`src/rtl/ipc_hub_pkg.sv`:
```
// Package: word offsets of the hub's register map and the bus width.
// Assumes 32-bit byte-addressed accesses; offsets are word indices (byte/4).
package ipc_hub_pkg;
    localparam int BUS_W    = 32;
    localparam int W_TRIG   = 'h000 / 4;
    localparam int W_SUB    = 'h080 / 4;
    localparam int W_FLAG   = 'h100 / 4;
    localparam int W_PUB    = 'h180 / 4;
    localparam int W_IEN    = 'h300 / 4;
    localparam int W_ISET   = 'h304 / 4;
    localparam int W_ICLR   = 'h308 / 4;
    localparam int W_PEND   = 'h30C / 4;
    localparam int W_SMASK  = 'h510 / 4;
    localparam int W_RMASK  = 'h590 / 4;
    localparam int W_SCR    = 'h610 / 4;
    localparam int LINK_BIT = 31;
endpackage

```
`src/rtl/ipc_hub_regs.sv`:
```
// Register file and bus decode of the event hub.
// Holds masks, subscribe/publish links, interrupt enables and scratch words.
// Emits one-cycle software trigger strobes and flag write strobes; the flags
// themselves live in the receive unit and come back in for reads.
// Assumes N_TRIG, N_FLAG <= 32 and N_CHAN <= 32 so the fixed map does not overlap.
module ipc_hub_regs
    import ipc_hub_pkg::*;
#(
    parameter int N_TRIG = 8,
    parameter int N_FLAG = 8,
    parameter int N_CHAN = 8,
    parameter int LINK_W = 4,
    parameter int N_SCR  = 4,
    parameter int AW     = 12
) (
    input  logic                               clk,
    input  logic                               rst_n,
    input  logic                               bus_sel,
    input  logic                               bus_we,
    input  logic [AW-1:0]                      bus_addr,
    input  logic [BUS_W-1:0]                   bus_wdata,
    output logic [BUS_W-1:0]                   bus_rdata,
    input  logic [N_FLAG-1:0]                  flags,
    output logic [N_TRIG-1:0]                  sw_trig,
    output logic [N_TRIG-1:0][N_CHAN-1:0]      send_mask,
    output logic [N_FLAG-1:0][N_CHAN-1:0]      recv_mask,
    output logic [N_TRIG-1:0]                  sub_en,
    output logic [N_TRIG-1:0][LINK_W-1:0]      sub_idx,
    output logic [N_FLAG-1:0]                  pub_en,
    output logic [N_FLAG-1:0][LINK_W-1:0]      pub_idx,
    output logic [N_FLAG-1:0]                  inten,
    output logic [N_FLAG-1:0]                  flag_wr,
    output logic                               flag_wr_val
);
    localparam int WORD_W = AW - 2;
    localparam int PAD_W  = BUS_W - 1 - LINK_W;

    logic [N_SCR-1:0][BUS_W-1:0] scratch;
    logic                        aligned;
    logic                        wr;
    logic                        rd;
    int                          word;

    // Decode the access kind and the word index.
    always_comb begin
        aligned = (bus_addr[1:0] == 2'b00);
        wr      = bus_sel && bus_we && aligned;
        rd      = bus_sel && !bus_we && aligned;
        word    = int'(bus_addr[AW-1:2]);
    end

    // Software trigger strobes and flag write strobes, one per write.
    always_comb begin
        for (int n = 0; n < N_TRIG; n++)
            sw_trig[n] = wr && (word == W_TRIG + n) && bus_wdata[0];
        for (int n = 0; n < N_FLAG; n++)
            flag_wr[n] = wr && (word == W_FLAG + n);
        flag_wr_val = bus_wdata[0];
    end

    // Per-trigger configuration: channel mask and fabric subscription.
    always_ff @(posedge clk) begin
        if (!rst_n) begin
            send_mask <= '0;
            sub_en    <= '0;
            sub_idx   <= '0;
        end else if (wr) begin
            for (int n = 0; n < N_TRIG; n++) begin
                if (word == W_SMASK + n) send_mask[n] <= bus_wdata[N_CHAN-1:0];
                if (word == W_SUB + n) begin
                    sub_en[n]  <= bus_wdata[LINK_BIT];
                    sub_idx[n] <= bus_wdata[LINK_W-1:0];
                end
            end
        end
    end

    // Per-flag configuration: listen mask and fabric publication.
    always_ff @(posedge clk) begin
        if (!rst_n) begin
            recv_mask <= '0;
            pub_en    <= '0;
            pub_idx   <= '0;
        end else if (wr) begin
            for (int n = 0; n < N_FLAG; n++) begin
                if (word == W_RMASK + n) recv_mask[n] <= bus_wdata[N_CHAN-1:0];
                if (word == W_PUB + n) begin
                    pub_en[n]  <= bus_wdata[LINK_BIT];
                    pub_idx[n] <= bus_wdata[LINK_W-1:0];
                end
            end
        end
    end

    // Interrupt enables: full write, set-by-ones, clear-by-ones.
    always_ff @(posedge clk) begin
        if (!rst_n)
            inten <= '0;
        else if (wr && word == W_IEN)
            inten <= bus_wdata[N_FLAG-1:0];
        else if (wr && word == W_ISET)
            inten <= inten | bus_wdata[N_FLAG-1:0];
        else if (wr && word == W_ICLR)
            inten <= inten & ~bus_wdata[N_FLAG-1:0];
    end

    // Scratch storage words.
    always_ff @(posedge clk) begin
        if (!rst_n)
            scratch <= '0;
        else if (wr)
            for (int n = 0; n < N_SCR; n++)
                if (word == W_SCR + n) scratch[n] <= bus_wdata;
    end

    // Read multiplexer; anything not matched reads 0.
    always_comb begin
        bus_rdata = '0;
        if (rd) begin
            for (int n = 0; n < N_TRIG; n++) begin
                if (word == W_SMASK + n) bus_rdata = BUS_W'(send_mask[n]);
                if (word == W_SUB + n)
                    bus_rdata = {sub_en[n], {PAD_W{1'b0}}, sub_idx[n]};
            end
            for (int n = 0; n < N_FLAG; n++) begin
                if (word == W_RMASK + n) bus_rdata = BUS_W'(recv_mask[n]);
                if (word == W_PUB + n)
                    bus_rdata = {pub_en[n], {PAD_W{1'b0}}, pub_idx[n]};
                if (word == W_FLAG + n) bus_rdata = BUS_W'(flags[n]);
            end
            if (word == W_IEN || word == W_ISET || word == W_ICLR)
                bus_rdata = BUS_W'(inten);
            if (word == W_PEND)
                bus_rdata = BUS_W'(flags & inten);
            for (int n = 0; n < N_SCR; n++)
                if (word == W_SCR + n) bus_rdata = scratch[n];
        end
    end

    logic unused_word_w;
    assign unused_word_w = (WORD_W > 0);
endmodule

```
`src/rtl/ipc_hub_send.sv`:
```
// Send unit: merges software and fabric triggers and drives the shared channels.
// Each fired trigger ORs its channel mask into a registered one-cycle pulse.
// Assumes fab_in lines are single-cycle pulses in the hub's clock domain.
module ipc_hub_send #(
    parameter int N_TRIG = 8,
    parameter int N_CHAN = 8,
    parameter int LINK_W = 4,
    parameter int N_FAB  = 16
) (
    input  logic                          clk,
    input  logic                          rst_n,
    input  logic [N_TRIG-1:0]             sw_trig,
    input  logic [N_TRIG-1:0]             sub_en,
    input  logic [N_TRIG-1:0][LINK_W-1:0] sub_idx,
    input  logic [N_FAB-1:0]              fab_in,
    input  logic [N_TRIG-1:0][N_CHAN-1:0] send_mask,
    output logic [N_CHAN-1:0]             chan_out
);
    logic [N_TRIG-1:0] fired;
    logic [N_CHAN-1:0] chan_nxt;

    // One trigger source per task: software strobe or subscribed fabric line.
    for (genvar g = 0; g < N_TRIG; g++) begin : g_trig
        assign fired[g] = sw_trig[g] || (sub_en[g] && fab_in[sub_idx[g]]);
    end

    // OR the masks of every trigger fired in this cycle.
    always_comb begin
        chan_nxt = '0;
        for (int n = 0; n < N_TRIG; n++)
            if (fired[n]) chan_nxt = chan_nxt | send_mask[n];
    end

    // Register the channel pulse; it lasts exactly one cycle.
    always_ff @(posedge clk) begin
        if (!rst_n) chan_out <= '0;
        else        chan_out <= chan_nxt;
    end
endmodule

```
`src/rtl/ipc_hub_recv.sv`:
```
// Receive unit: latches flags from matching channel pulses, publishes them onto
// fabric lines and forms the interrupt.
// Assumes chan_in is already synchronous to clk.
module ipc_hub_recv #(
    parameter int N_FLAG = 8,
    parameter int N_CHAN = 8,
    parameter int LINK_W = 4,
    parameter int N_FAB  = 16
) (
    input  logic                          clk,
    input  logic                          rst_n,
    input  logic [N_CHAN-1:0]             chan_in,
    input  logic [N_FLAG-1:0][N_CHAN-1:0] recv_mask,
    input  logic [N_FLAG-1:0]             pub_en,
    input  logic [N_FLAG-1:0][LINK_W-1:0] pub_idx,
    input  logic [N_FLAG-1:0]             inten,
    input  logic [N_FLAG-1:0]             flag_wr,
    input  logic                          flag_wr_val,
    output logic [N_FLAG-1:0]             flags,
    output logic [N_FAB-1:0]              fab_out,
    output logic                          irq
);
    logic [N_FLAG-1:0] hit;
    logic [N_FAB-1:0]  fab_nxt;

    // A flag is hit when any channel in its listen mask pulses.
    for (genvar g = 0; g < N_FLAG; g++) begin : g_hit
        assign hit[g] = |(chan_in & recv_mask[g]);
    end

    // Fabric lines to pulse for this cycle's hits.
    always_comb begin
        fab_nxt = '0;
        for (int n = 0; n < N_FLAG; n++)
            if (hit[n] && pub_en[n]) fab_nxt[pub_idx[n]] = 1'b1;
    end

    // Flag state: hardware set has priority over a software write.
    always_ff @(posedge clk) begin
        if (!rst_n) begin
            flags <= '0;
        end else begin
            for (int n = 0; n < N_FLAG; n++) begin
                if (hit[n])          flags[n] <= 1'b1;
                else if (flag_wr[n]) flags[n] <= flag_wr_val;
            end
        end
    end

    // Registered one-cycle fabric publication.
    always_ff @(posedge clk) begin
        if (!rst_n) fab_out <= '0;
        else        fab_out <= fab_nxt;
    end

    // Interrupt is the OR of enabled flags.
    assign irq = |(flags & inten);
endmodule

```
`src/rtl/ipc_event_hub.sv`:
```
// Top of the inter-processor event hub: register file, send unit, receive unit.
// Assumes a single clock domain and 32-bit aligned register accesses.
module ipc_event_hub
    import ipc_hub_pkg::*;
#(
    parameter int N_TRIG = 8,
    parameter int N_FLAG = 8,
    parameter int N_CHAN = 8,
    parameter int LINK_W = 4,
    parameter int N_SCR  = 4,
    parameter int AW     = 12
) (
    input  logic                  clk,
    input  logic                  rst_n,
    input  logic                  bus_sel,
    input  logic                  bus_we,
    input  logic [AW-1:0]         bus_addr,
    input  logic [31:0]           bus_wdata,
    output logic [31:0]           bus_rdata,
    input  logic [N_CHAN-1:0]     chan_in,
    output logic [N_CHAN-1:0]     chan_out,
    input  logic [(1<<LINK_W)-1:0] fab_in,
    output logic [(1<<LINK_W)-1:0] fab_out,
    output logic                  irq
);
    localparam int N_FAB = 1 << LINK_W;

    logic [N_TRIG-1:0]             sw_trig;
    logic [N_TRIG-1:0][N_CHAN-1:0] send_mask;
    logic [N_FLAG-1:0][N_CHAN-1:0] recv_mask;
    logic [N_TRIG-1:0]             sub_en;
    logic [N_TRIG-1:0][LINK_W-1:0] sub_idx;
    logic [N_FLAG-1:0]             pub_en;
    logic [N_FLAG-1:0][LINK_W-1:0] pub_idx;
    logic [N_FLAG-1:0]             inten;
    logic [N_FLAG-1:0]             flag_wr;
    logic                          flag_wr_val;
    logic [N_FLAG-1:0]             flags;

    ipc_hub_regs #(
        .N_TRIG(N_TRIG), .N_FLAG(N_FLAG), .N_CHAN(N_CHAN),
        .LINK_W(LINK_W), .N_SCR(N_SCR), .AW(AW)
    ) u_regs (
        .clk(clk), .rst_n(rst_n),
        .bus_sel(bus_sel), .bus_we(bus_we), .bus_addr(bus_addr),
        .bus_wdata(bus_wdata), .bus_rdata(bus_rdata),
        .flags(flags), .sw_trig(sw_trig),
        .send_mask(send_mask), .recv_mask(recv_mask),
        .sub_en(sub_en), .sub_idx(sub_idx),
        .pub_en(pub_en), .pub_idx(pub_idx),
        .inten(inten), .flag_wr(flag_wr), .flag_wr_val(flag_wr_val)
    );

    ipc_hub_send #(
        .N_TRIG(N_TRIG), .N_CHAN(N_CHAN), .LINK_W(LINK_W), .N_FAB(N_FAB)
    ) u_send (
        .clk(clk), .rst_n(rst_n), .sw_trig(sw_trig),
        .sub_en(sub_en), .sub_idx(sub_idx), .fab_in(fab_in),
        .send_mask(send_mask), .chan_out(chan_out)
    );

    ipc_hub_recv #(
        .N_FLAG(N_FLAG), .N_CHAN(N_CHAN), .LINK_W(LINK_W), .N_FAB(N_FAB)
    ) u_recv (
        .clk(clk), .rst_n(rst_n), .chan_in(chan_in),
        .recv_mask(recv_mask), .pub_en(pub_en), .pub_idx(pub_idx),
        .inten(inten), .flag_wr(flag_wr), .flag_wr_val(flag_wr_val),
        .flags(flags), .fab_out(fab_out), .irq(irq)
    );
endmodule

```
`config.mk`:
```
export PLATFORM = sky130hd
export DESIGN_NAME = ipc_event_hub
export DESIGN_NICKNAME = d
export VERILOG_FILES = /design/src/rtl/ipc_hub_pkg.sv /design/src/rtl/ipc_hub_regs.sv /design/src/rtl/ipc_hub_send.sv /design/src/rtl/ipc_hub_recv.sv /design/src/rtl/ipc_event_hub.sv
export SDC_FILE = /design/constraint.sdc
export NUM_CORES = 1
export LEC_CHECK = 0
export ABC_AREA = 1
export BUFFER_PORTS_ARGS = -buffer_cell sky130_fd_sc_hd__buf_2
export CORE_MARGIN = 2
export CORE_UTILIZATION = 35
export DETAILED_ROUTE_END_ITERATION = 16
export PLACE_DENSITY_LB_ADDON = 0.08
export SLEW_MARGIN = 20
export SYNTH_ARGS = -nofsm -noshare
export SYNTH_HDL_FRONTEND = slang
export SYNTH_SLANG_ARGS = --single-unit
```
`constraint.sdc`:
```
create_clock -name clk -period 5.1 [get_ports clk]
set_clock_uncertainty 0.1 [all_clocks]
set_input_delay 0.765 -clock clk [delete_from_list [all_inputs] [get_ports clk]]
set_output_delay 0.765 -clock clk [all_outputs]
set_load 0.05 [all_outputs]
```
==> impl_metrics.env, run 1 <==
export IMPL_outcome="finished, final reports clean"
export IMPL_start_util=0.352
export IMPL_grt_pass1_wl_um=123000
export IMPL_drive_above_1_share=0.118
export IMPL_grt_max_degree=102
export IMPL_path_cells="buf_2 > inv_2 > nand2_2 > inv_2 > nand2_4 > nor2_4 > buf_4 > a21oi_1 > o2111ai_1 > a21oi_2 > o2111ai_1 > a221oi_1 > o221ai_1 > a221oi_1 > o211ai_1 > a221oi_1 > o211ai_1 > o211ai_1 > inv_1 > buf_2"
export IMPL_place_congestion=0.964
export IMPL_synth_common_cells="a21oi_1, o21ai_0, inv_1"
export IMPL_start_kind="primary input"
export IMPL_grt_usage=0.286
export IMPL_holdCritStartpoint="u_regs.scratch[86]"
export IMPL_yosys_most_used_dff="dfxtp_1"
export IMPL_drc=0
export IMPL_routed_via_density=5.64
export IMPL_cp_slowest_cell="a221oi_1"
export IMPL_p_leak_nw=7.75
export IMPL_numPortBuffers=128
export IMPL_grt_overflow_total=0
export IMPL_wl_per_cell_um=22.6
export IMPL_dp_hpwl_um=59700
export IMPL_combPwrFrac=0.047
export IMPL_stdcell_count=3685
export IMPL_cts_root_buf="clkbuf_16"
export IMPL_period_needed_ns=4.84
export IMPL_tightest_slew_ns=1.04
export IMPL_power_share_sequential=0.444
export IMPL_yosys_area_top_type="dfxtp_1"
export IMPL_powerDensity_nw_per_um2=294
export IMPL_tritoncts="done"
export IMPL_fin_hold_ws_ns=0.344
export IMPL_synthesis_area_um2=19300
export IMPL_rr_worst_depth=8
export IMPL_die_width_um=239
export IMPL_swShare=0.243
export IMPL_fillers=5840
export IMPL_crit_buf_inv=6
export IMPL_antenna_found_initial=4
export IMPL_core_um2=54800
export IMPL_htree_levels=2
export IMPL_clock_latency_ns=0.59
export IMPL_die_h_um=239
export IMPL_fp_row_count=86
export IMPL_firstDrtPassIters=7
export IMPL_synth_top_area_share=0.390
export IMPL_p_int_mw=5.01
export IMPL_hold_class="reg2reg"
export IMPL_clock_path_buffers=3
export IMPL_vdd_drop_max_v=0.000226
export IMPL_yosys_warnings=0
export IMPL_synth_seq_area_share=0.390
export IMPL_wl_um=83300
export IMPL_report_final_slew_viol_count=0
export IMPL_cp_max_fo=7
export IMPL_power_switching_mw=1.61
export IMPL_pin_count=129
export IMPL_fin_nets=3017
export IMPL_multi_input_area_um2=9650
export IMPL_hold_buffers=0
export IMPL_critPathCaptureType="output pin"
export IMPL_first_iter_violations=1966
export IMPL_maxCapViolations=0
export IMPL_hold_violations=0
export IMPL_regArea_um2=7530
export IMPL_report_power_total_mw=6.62
export IMPL_worstSetupPathType="in2out"
export IMPL_rrSetupSlack_ns=1.85
export IMPL_critPathTopFamily="compound AO/OA/AOI/OAI gates"
export IMPL_hold_path_end="u_regs.scratch[86]"
export IMPL_r2r_start="u_regs.recv_mask[38]"
export IMPL_die_area_um2=57000
export IMPL_placed_cells=3591
export IMPL_hold_depth=2
export IMPL_max_freq_mhz=207
export IMPL_syn_nets=2911
export IMPL_clkTransAtPathRegs_ns=0.06
export IMPL_syn_avg_cell_area_um2=6.79
export IMPL_drt_antenna_violating_nets=0
export IMPL_crit_required_ns=4.24
export IMPL_tns_ns=0
export IMPL_num_vias=20800
export IMPL_yosysUniqueCellTypes=47
export IMPL_pwr_share_clk=0.509
export IMPL_setup_violations=0
export IMPL_cts_buffers=46
export IMPL_ys_top_cells_by_area="dfxtp_1, a21oi_1, o21ai_0, inv_1, nand2_1"
export IMPL_r2r_end="u_recv.fab_out[11]"
export IMPL_synthToLayoutAreaGrowth_pct=16.9
export IMPL_cts_sinks=376
export IMPL_synth_seq_cells=376
export IMPL_syn_inst=2839
export IMPL_slew_headroom=0.309
export IMPL_rsz0062_at_grt="yes"
export IMPL_synth_edff_count=0
export IMPL_ys_async_sr_fraction=0
export IMPL_finalCritPeriodShare=0.949
export IMPL_cp_arrival_ns=3.98
export IMPL_synth_most_common_cell="a21oi_1"
export IMPL_grt_pass1_vias=19100
export IMPL_slowest_delay_ns=0.31
-- power groups by stage --
stage               clock network, mW  registers (mW)  logic, mW
global route                     3.58            2.94      0.337
global placement                    0            3.00      0.296
CTS                              3.45            2.94      0.299
floorplan                           0            3.00      0.146
detailed placement                  0            3.00      0.299
finish                           3.37            2.94      0.313
-- cells by family after synthesis --
group / synth area share
AOI/OAI and AO/OA: 0.324
buffers and inverters: 0.114
DFF: 0.390
and+or+nand+nor: 0.172
-- per-layer routing --
metal,track usage,wire length [µm]
met1,0.405,37800
met2,0.426,35400
met3,0.0727,7770
met4,0.0824,2250
met5,0,29
-- tightest hold or removal path: stages, from the launching register on --
cell and delay [ns]:
dfxtp_1 0.31, inv_1 0.04, a21oi_1 0.05
-- final cells by class --
class                   instances  share of cell area
clock buffers                  68              0.0605
flip-flops and latches        376               0.334
multi-input cells            1877               0.428
diodes                          2            0.000222
clock inverters                14             0.00788
inverters                     440              0.0738
well taps                     704              0.0391
repair buffers                204              0.0563
-- sequential cells by signal, summed over array words and instances, names as in the netlist, 16 cells and up, named ones only --
name,flops
u_regs.send_mask,64
u_regs.sub_idx,32
u_regs.recv_mask,64
u_regs.scratch,128
u_recv.fab_out,16
u_regs.pub_idx,32
-- per-stage QoR --
step,setup slack (ns),instance area (µm²),util
floorplan,0.728,19300,-
detailed placement,0.0832,20800,0.380
finish,0.260,22500,0.412
global route,-0.0170,22500,0.411
global placement,0.0526,20800,0.380
CTS,0.0679,22300,0.408
-- how the worst max path moves through the flow --
stage	start	end	slack, ns	depth (start not counted)
3_3_place_gp	bus_addr[5]	bus_rdata[4]	0.05	20
2_1_floorplan	bus_addr[7]	bus_rdata[0]	0.73	29
6_report	bus_addr[5]	bus_rdata[5]	0.26	20
3_5_place_dp	bus_addr[5]	bus_rdata[4]	0.08	20
4_1_cts	bus_addr[5]	bus_rdata[4]	0.07	20
5_1_grt	bus_addr[8]	bus_rdata[31]	-0.02	28
-- layout by cell type, fill, tap and decap left out, types with 5 or more instances in the layout --
cell / instances
a31oi_1: 17
o31ai_1: 5
nor3_1: 25
nor2_2: 10
o22ai_1: 41
nor4_1: 12
o2111ai_1: 14
clkinv_2: 7
nand3_1: 130
nor2_4: 11
a22o_1: 5
a221oi_1: 35
a211oi_1: 38
dfxtp_1: 376
clkbuf_8: 13
inv_2: 16
nand2_2: 9
buf_4: 76
o211ai_1: 37
clkbuf_1: 9
nand4_1: 37
a21oi_1: 442
clkinv_1: 6
nor2_1: 176
buf_2: 121
nand2_1: 336
a21oi_2: 5
o21ai_1: 22
clkbuf_16: 46
inv_4: 5
o221ai_1: 20
inv_1: 413
o21ai_0: 413
-- what timing repair did --
action / 4_1_cts / 5_1_grt
buffers inserted: 0 / 10
endpoints found under the hold margin: 0 / 0
gates resized for setup: 0 / 31
setup endpoints to repair: 0 / 9
Power figures use the tool's default switching activity.
==> inputs of run 2 (changes only) <==
--- a/config.mk
+++ b/config.mk
@@ -10,8 +10,9 @@
 export CORE_MARGIN = 2
 export CORE_UTILIZATION = 35
 export DETAILED_ROUTE_END_ITERATION = 16
-export PLACE_DENSITY_LB_ADDON = 0.08
+export PLACE_DENSITY_LB_ADDON = 0.12
 export SLEW_MARGIN = 20
 export SYNTH_ARGS = -nofsm -noshare
 export SYNTH_HDL_FRONTEND = slang
 export SYNTH_SLANG_ARGS = --single-unit
+export TNS_END_PERCENT = 10
==> run 2 against run 1 <==
  * Global-route usage increased by 0.075 points
  * Register-to-register slack got worse by 0.23 ns
  * Sequential cell count unchanged
  * First-iteration DRC count increased by 5.1%
  * Die area unchanged
  * Sequential share of layout area increased by 0.11 points
  * Largest cell class unchanged
==> impl_metrics.env, run 2 (synthesis gave the netlist of run 1 again) <==
export IMPL_antenna_found_initial=2
export IMPL_grt_usage=0.287
export IMPL_vdd_drop_max_v=0.000280
export IMPL_first_iter_violations=2067
export IMPL_core_um2=54800
export IMPL_report_final_slew_viol_count=0
export IMPL_cts_root_buf="clkbuf_16"
export IMPL_n_antenna_cell=0
export IMPL_grt_pass1_vias=19500
export IMPL_highest_layer="met5"
export IMPL_outcome="finished, final reports clean"
export IMPL_largest_reg_flops=128
export IMPL_grt_pass1_wl_um=124000
export IMPL_maxCapViolations=0
export IMPL_numPortBuffers=128
export IMPL_rsz0062_at_grt="yes"
export IMPL_place_congestion=0.972
export IMPL_setup_ws_ns=0.129
export IMPL_firstDrtPassIters=6
export IMPL_routed_via_density=5.67
export IMPL_clkTransAtPathRegs_ns=0.05
export IMPL_crit_required_ns=4.24
export IMPL_cp_max_fo=7
export IMPL_drt_antenna_violating_nets=0
export IMPL_num_vias=20900
export IMPL_powerDensity_nw_per_um2=287
export IMPL_fillers=5809
export IMPL_htree_levels=2
export IMPL_final_common_cell="a21oi_1"
export IMPL_die_width_um=239
export IMPL_multi_input_area_um2=9690
export IMPL_tightest_slew_ns=1.01
export IMPL_die_h_um=239
export IMPL_die_area_um2=57000
export IMPL_pin_count=129
export IMPL_cts_buffers=45
export IMPL_wl_met1_um=38800
export IMPL_cts_sinks=376
export IMPL_worstSetupPathType="in2out"
export IMPL_clock_latency_ns=0.59
export IMPL_wl_met2_um=35600
export IMPL_setup_violations=0
export IMPL_hold_violations=0
export IMPL_start_util=0.352
export IMPL_grt_overflow_total=0
export IMPL_wl_per_cell_um=22.6
export IMPL_fin_hold_ws_ns=0.339
export IMPL_dr_wl_met3_um=6870
export IMPL_final_area_um2=22500
export IMPL_synthToLayoutAreaGrowth_pct=16.5
export IMPL_fp_row_count=86
export IMPL_finalCritPeriodShare=0.975
export IMPL_hold_buffers=0
export IMPL_critPathCaptureType="output pin"
export IMPL_largestRegisters="u_regs.scratch: 128 flops, u_regs.recv_mask: 64 flops, u_regs.send_mask: 64 flops"
export IMPL_clock_path_buffers=3
export IMPL_period_needed_ns=4.97
export IMPL_slew_headroom=0.326
export IMPL_layout_common_cells="a21oi_1, o21ai_0, inv_1, dfxtp_1, nand2_1"
export IMPL_hold_class="reg2reg"
export IMPL_grt_max_degree=99
export IMPL_cp_arrival_ns=4.11
export IMPL_wl_um=83300
export IMPL_dp_hpwl_um=59300
export IMPL_fin_nets=3016
export IMPL_dpl_cell_area_um2=20800
export IMPL_p_leak_nw=7.68
export IMPL_start_kind="primary input"
export IMPL_top_register="u_regs.scratch"
export IMPL_regArea_um2=7530
export IMPL_drc=0
export IMPL_tritoncts="done"
export IMPL_max_freq_mhz=201
export IMPL_drive_above_1_share=0.118
export IMPL_place_ws_ns=-0.109
-- run 2: through the flow --
stage                     instances  power [mW]  TNS (ns)   util
after floorplan                2839        3.15         0      -
after global placement         3593        3.30   -0.0927  0.380
after detailed placement       3593        3.30    -0.109  0.380
after CTS                      3673        6.49         0  0.406
after global routing           3681        6.66    -0.146  0.410
final                          3681        6.44         0  0.410
-- run 2: timing repair --
item,CTS,global route
setup endpoints to repair,1,9
setup buffers,0,8
pin swaps,0,20
resized for setup,1,48
-- run 2: where the power goes --
group	switching [mW]	internal, mW
sequential	0.000286	2.94
combinational	0.244	0.0718
clock	1.35	1.84
-- run 2: per-layer routing --
layer / GRT usage / up-vias
li1: - / 9942
met5: 0 / -
met3: 0.0501 / 140
met2: 0.430 / 878
met4: 0.0780 / 2
met1: 0.419 / 9902
-- run 2: final cells by class --
cell class                 count  area share
clock buffer                  72      0.0591
tap                          704      0.0392
multi-input combinational   1877       0.431
inverter                     440      0.0745
clock inverter                 8     0.00418
sequential                   376       0.335
timing repair buffer         204      0.0565
-- run 2: final timing paths --
| check | from | endpoint | slack [ns] | cells after the start |
|---|---|---|---|---|
| worst max-delay path | bus_addr[5] | bus_rdata[5] | 0.13 | 20 |
| worst min-delay path | u_regs.scratch[80] | u_regs.scratch[80] | 0.34 | 2 |
| worst max register to register | u_regs.sub_idx[16] | u_send.chan_out[3] | 1.62 | 11 |
| worst min register to register | u_regs.scratch[80] | u_regs.scratch[80] | 0.34 | 2 |
-- run 2: worst max-delay path, stage by stage --
cell       delay, ns
buf_2           0.16
inv_2           0.08
nand2_4         0.10
inv_2           0.06
nand2_2         0.16
nor2_4          0.09
buf_4           0.17
a21oi_1         0.15
o2111ai_1       0.15
a21oi_1         0.25
o2111ai_1       0.16
a221oi_1        0.31
o221ai_1        0.22
a221oi_2        0.26
o211ai_1        0.17
a221oi_1        0.26
o211ai_1        0.16
o211ai_1        0.12
inv_1           0.10
buf_2           0.22
==> inputs of run 3 (changes only) <==
==> constraint.sdc (replaced) <==
create_clock -name clk -period 5.1 [get_ports clk]
set_clock_uncertainty 0.1 [all_clocks]
set_input_delay 0.765 -clock clk [delete_from_list [all_inputs] [get_ports clk]]
set_output_delay 0.765 -clock clk [all_outputs]
set_load 0.02 [all_outputs]
==> run 3 against run 2 <==
  * Core utilization shrank 0.24 points
  * Non-clock buffer count shrank 14
  * Register-to-register slack worse by 0.07 ns
  * Hold slack better by 0.0038 ns
  * First-iteration DRC count grew 2.9%
  * Clock-buffer cell count fell by 10
  * Via count rose by 0.23%
  * Critical path type unchanged
==> impl_metrics.env, run 3 (synthesis gave the netlist of run 1 again) <==
export IMPL_outcome="finished, final reports clean"
export IMPL_layout_common_cells="a21oi_1, o21ai_0, inv_1, dfxtp_1, nand2_1"
export IMPL_rrSetupSlack_ns=1.55
export IMPL_fillers=5751
export IMPL_cp_max_fo=8
export IMPL_regArea_um2=7530
export IMPL_fin_nets=3003
export IMPL_maxCapViolations=0
export IMPL_htree_levels=2
export IMPL_clock_latency_ns=0.60
export IMPL_place_congestion=1.01
export IMPL_cts_buffers=46
export IMPL_critPathCaptureType="output pin"
export IMPL_cts_sinks=376
export IMPL_drc=0
export IMPL_holdCritStartpoint="u_regs.scratch[82]"
export IMPL_core_um2=54800
export IMPL_hold_violations=0
export IMPL_top_register="u_regs.scratch"
export IMPL_drive_above_1_share=0.116
export IMPL_setup_ws_ns=0.0962
export IMPL_num_vias=20900
export IMPL_report_final_slew_viol_count=0
export IMPL_largestRegisters="u_regs.scratch: 128 flops, u_regs.recv_mask: 64 flops, u_regs.send_mask: 64 flops"
export IMPL_max_freq_mhz=200
export IMPL_clock_path_buffers=3
export IMPL_period_needed_ns=5.00
export IMPL_crit_required_ns=4.24
export IMPL_r2r_start="u_regs.sub_idx[0]"
export IMPL_rr_worst_depth=14
export IMPL_die_area_um2=57000
export IMPL_grt_overflow_total=0
export IMPL_cts_root_buf="clkbuf_16"
export IMPL_fp_row_count=86
export IMPL_pin_count=129
export IMPL_die_width_um=239
export IMPL_synthToLayoutAreaGrowth_pct=15.8
export IMPL_wl_um=83700
export IMPL_finalCritPeriodShare=0.981
export IMPL_vdd_drop_max_v=0.000235
export IMPL_p_leak_nw=7.62
export IMPL_place_ws_ns=0.106
export IMPL_setup_violations=0
export IMPL_largest_reg_flops=128
export IMPL_tritoncts="done"
export IMPL_grt_max_degree=116
export IMPL_clkTransAtPathRegs_ns=0.05
export IMPL_antenna_found_initial=2
export IMPL_drt_antenna_violating_nets=0
export IMPL_grt_usage=0.288
export IMPL_hold_buffers=0
export IMPL_first_iter_violations=2127
export IMPL_wl_per_cell_um=22.8
export IMPL_firstDrtPassIters=6
export IMPL_grt_pass1_wl_um=124000
export IMPL_powerDensity_nw_per_um2=293
export IMPL_dp_hpwl_um=59800
export IMPL_grt_pass1_vias=19500
export IMPL_multi_input_area_um2=9660
export IMPL_worstSetupPathType="in2out"
export IMPL_tightest_slew_ns=1.13
export IMPL_routed_via_density=5.69
export IMPL_report_power_total_mw=6.55
export IMPL_die_h_um=239
export IMPL_cp_startpoint="bus_addr[10]"
export IMPL_slew_headroom=0.227
export IMPL_start_util=0.352
export IMPL_worstSetupEndpoint="bus_rdata[31]"
export IMPL_stdcell_count=3672
export IMPL_start_kind="primary input"
export IMPL_hold_class="reg2reg"
export IMPL_tns_ns=0
export IMPL_numPortBuffers=128
export IMPL_rsz0062_at_grt="yes"
export IMPL_n_antenna_cell=0
export IMPL_r2r_end="u_send.chan_out[0]"
export IMPL_cp_arrival_ns=4.14
export IMPL_final_common_cell="a21oi_1"
export IMPL_placed_cells=3586
[run 3: cell types whose count changed in the layout (fill, tap and decap cells not counted), moves of 5 or more]
cell,previous run,this run
buf_2,122,127
clkinv_2,4,11
buf_4,75,62
clkbuf_1,18,11
[run 3: metrics by stage]
stage | utilization | cell area (µm²) | hold slack [ns]
after floorplan | - | 19300 | 0.320
after global placement | 0.379 | 20800 | 0.329
after detailed placement | 0.379 | 20800 | 0.333
after CTS | 0.406 | 22300 | 0.343
after global routing | 0.408 | 22300 | 0.358
final | 0.408 | 22300 | 0.343
[run 3: critical path: stages]
cell      delay [ns]
buf_2           0.14
nor2_4          0.39
inv_2           0.17
nor2_1          0.24
inv_2           0.09
nor2_1          0.31
inv_2           0.11
o21ai_1         0.15
nand2_1         0.08
o21ai_2         0.10
nand3_1         0.11
a221oi_2        0.21
o21ai_1         0.15
a21oi_1         0.19
o21ai_1         0.12
a21oi_2         0.15
o21ai_1         0.10
a21oi_1         0.12
o211ai_1        0.12
o211ai_2        0.10
inv_2           0.05
buf_2           0.16
[run 3: area by class of cell]
cell class | instances | share of cell area
clock inverter | 23 | 0.0106
multi-input combinational | 1877 | 0.432
timing repair buffer | 190 | 0.0498
tap | 704 | 0.0394
sequential | 376 | 0.337
clock buffer | 62 | 0.0565
inverter | 440 | 0.0744
[run 3: worst min path at each step]
stage          cells past startpoint  slack (ns)            endpoint
2_1_floorplan                      2        0.32  u_regs.scratch[72]
3_3_place_gp                       2        0.33  u_regs.scratch[86]
3_5_place_dp                       2        0.33  u_regs.scratch[86]
4_1_cts                            2        0.34  u_regs.scratch[86]
5_1_grt                            2        0.36  u_regs.scratch[80]
6_report                           2        0.34  u_regs.scratch[82]
[run 3: power by group]
| part | leakage [nW] | internal, mW | total, mW | switching (mW) |
|---|---|---|---|---|
| Combinational | 3.86 | 0.0648 | 0.307 | 0.243 |
| Sequential | 3.03 | 2.94 | 2.94 | 0.000287 |
| Clock | 0.731 | 1.90 | 3.30 | 1.40 |
| Total | 7.62 | 4.91 | 6.55 | 1.64 |
[run 3: what timing repair did]
| item | CTS | global route |
|---|---|---|
| setup buffers | 0 | 1 |
| endpoints found under the setup margin | 0 | 9 |
| gates resized for setup | 0 | 19 |
[run 3: per-layer routing]
layer	GRT usage	routed length, µm
met1	0.416	38200
met2	0.441	36400
met3	0.0455	7080
met4	0.0835	2050
met5	0	8
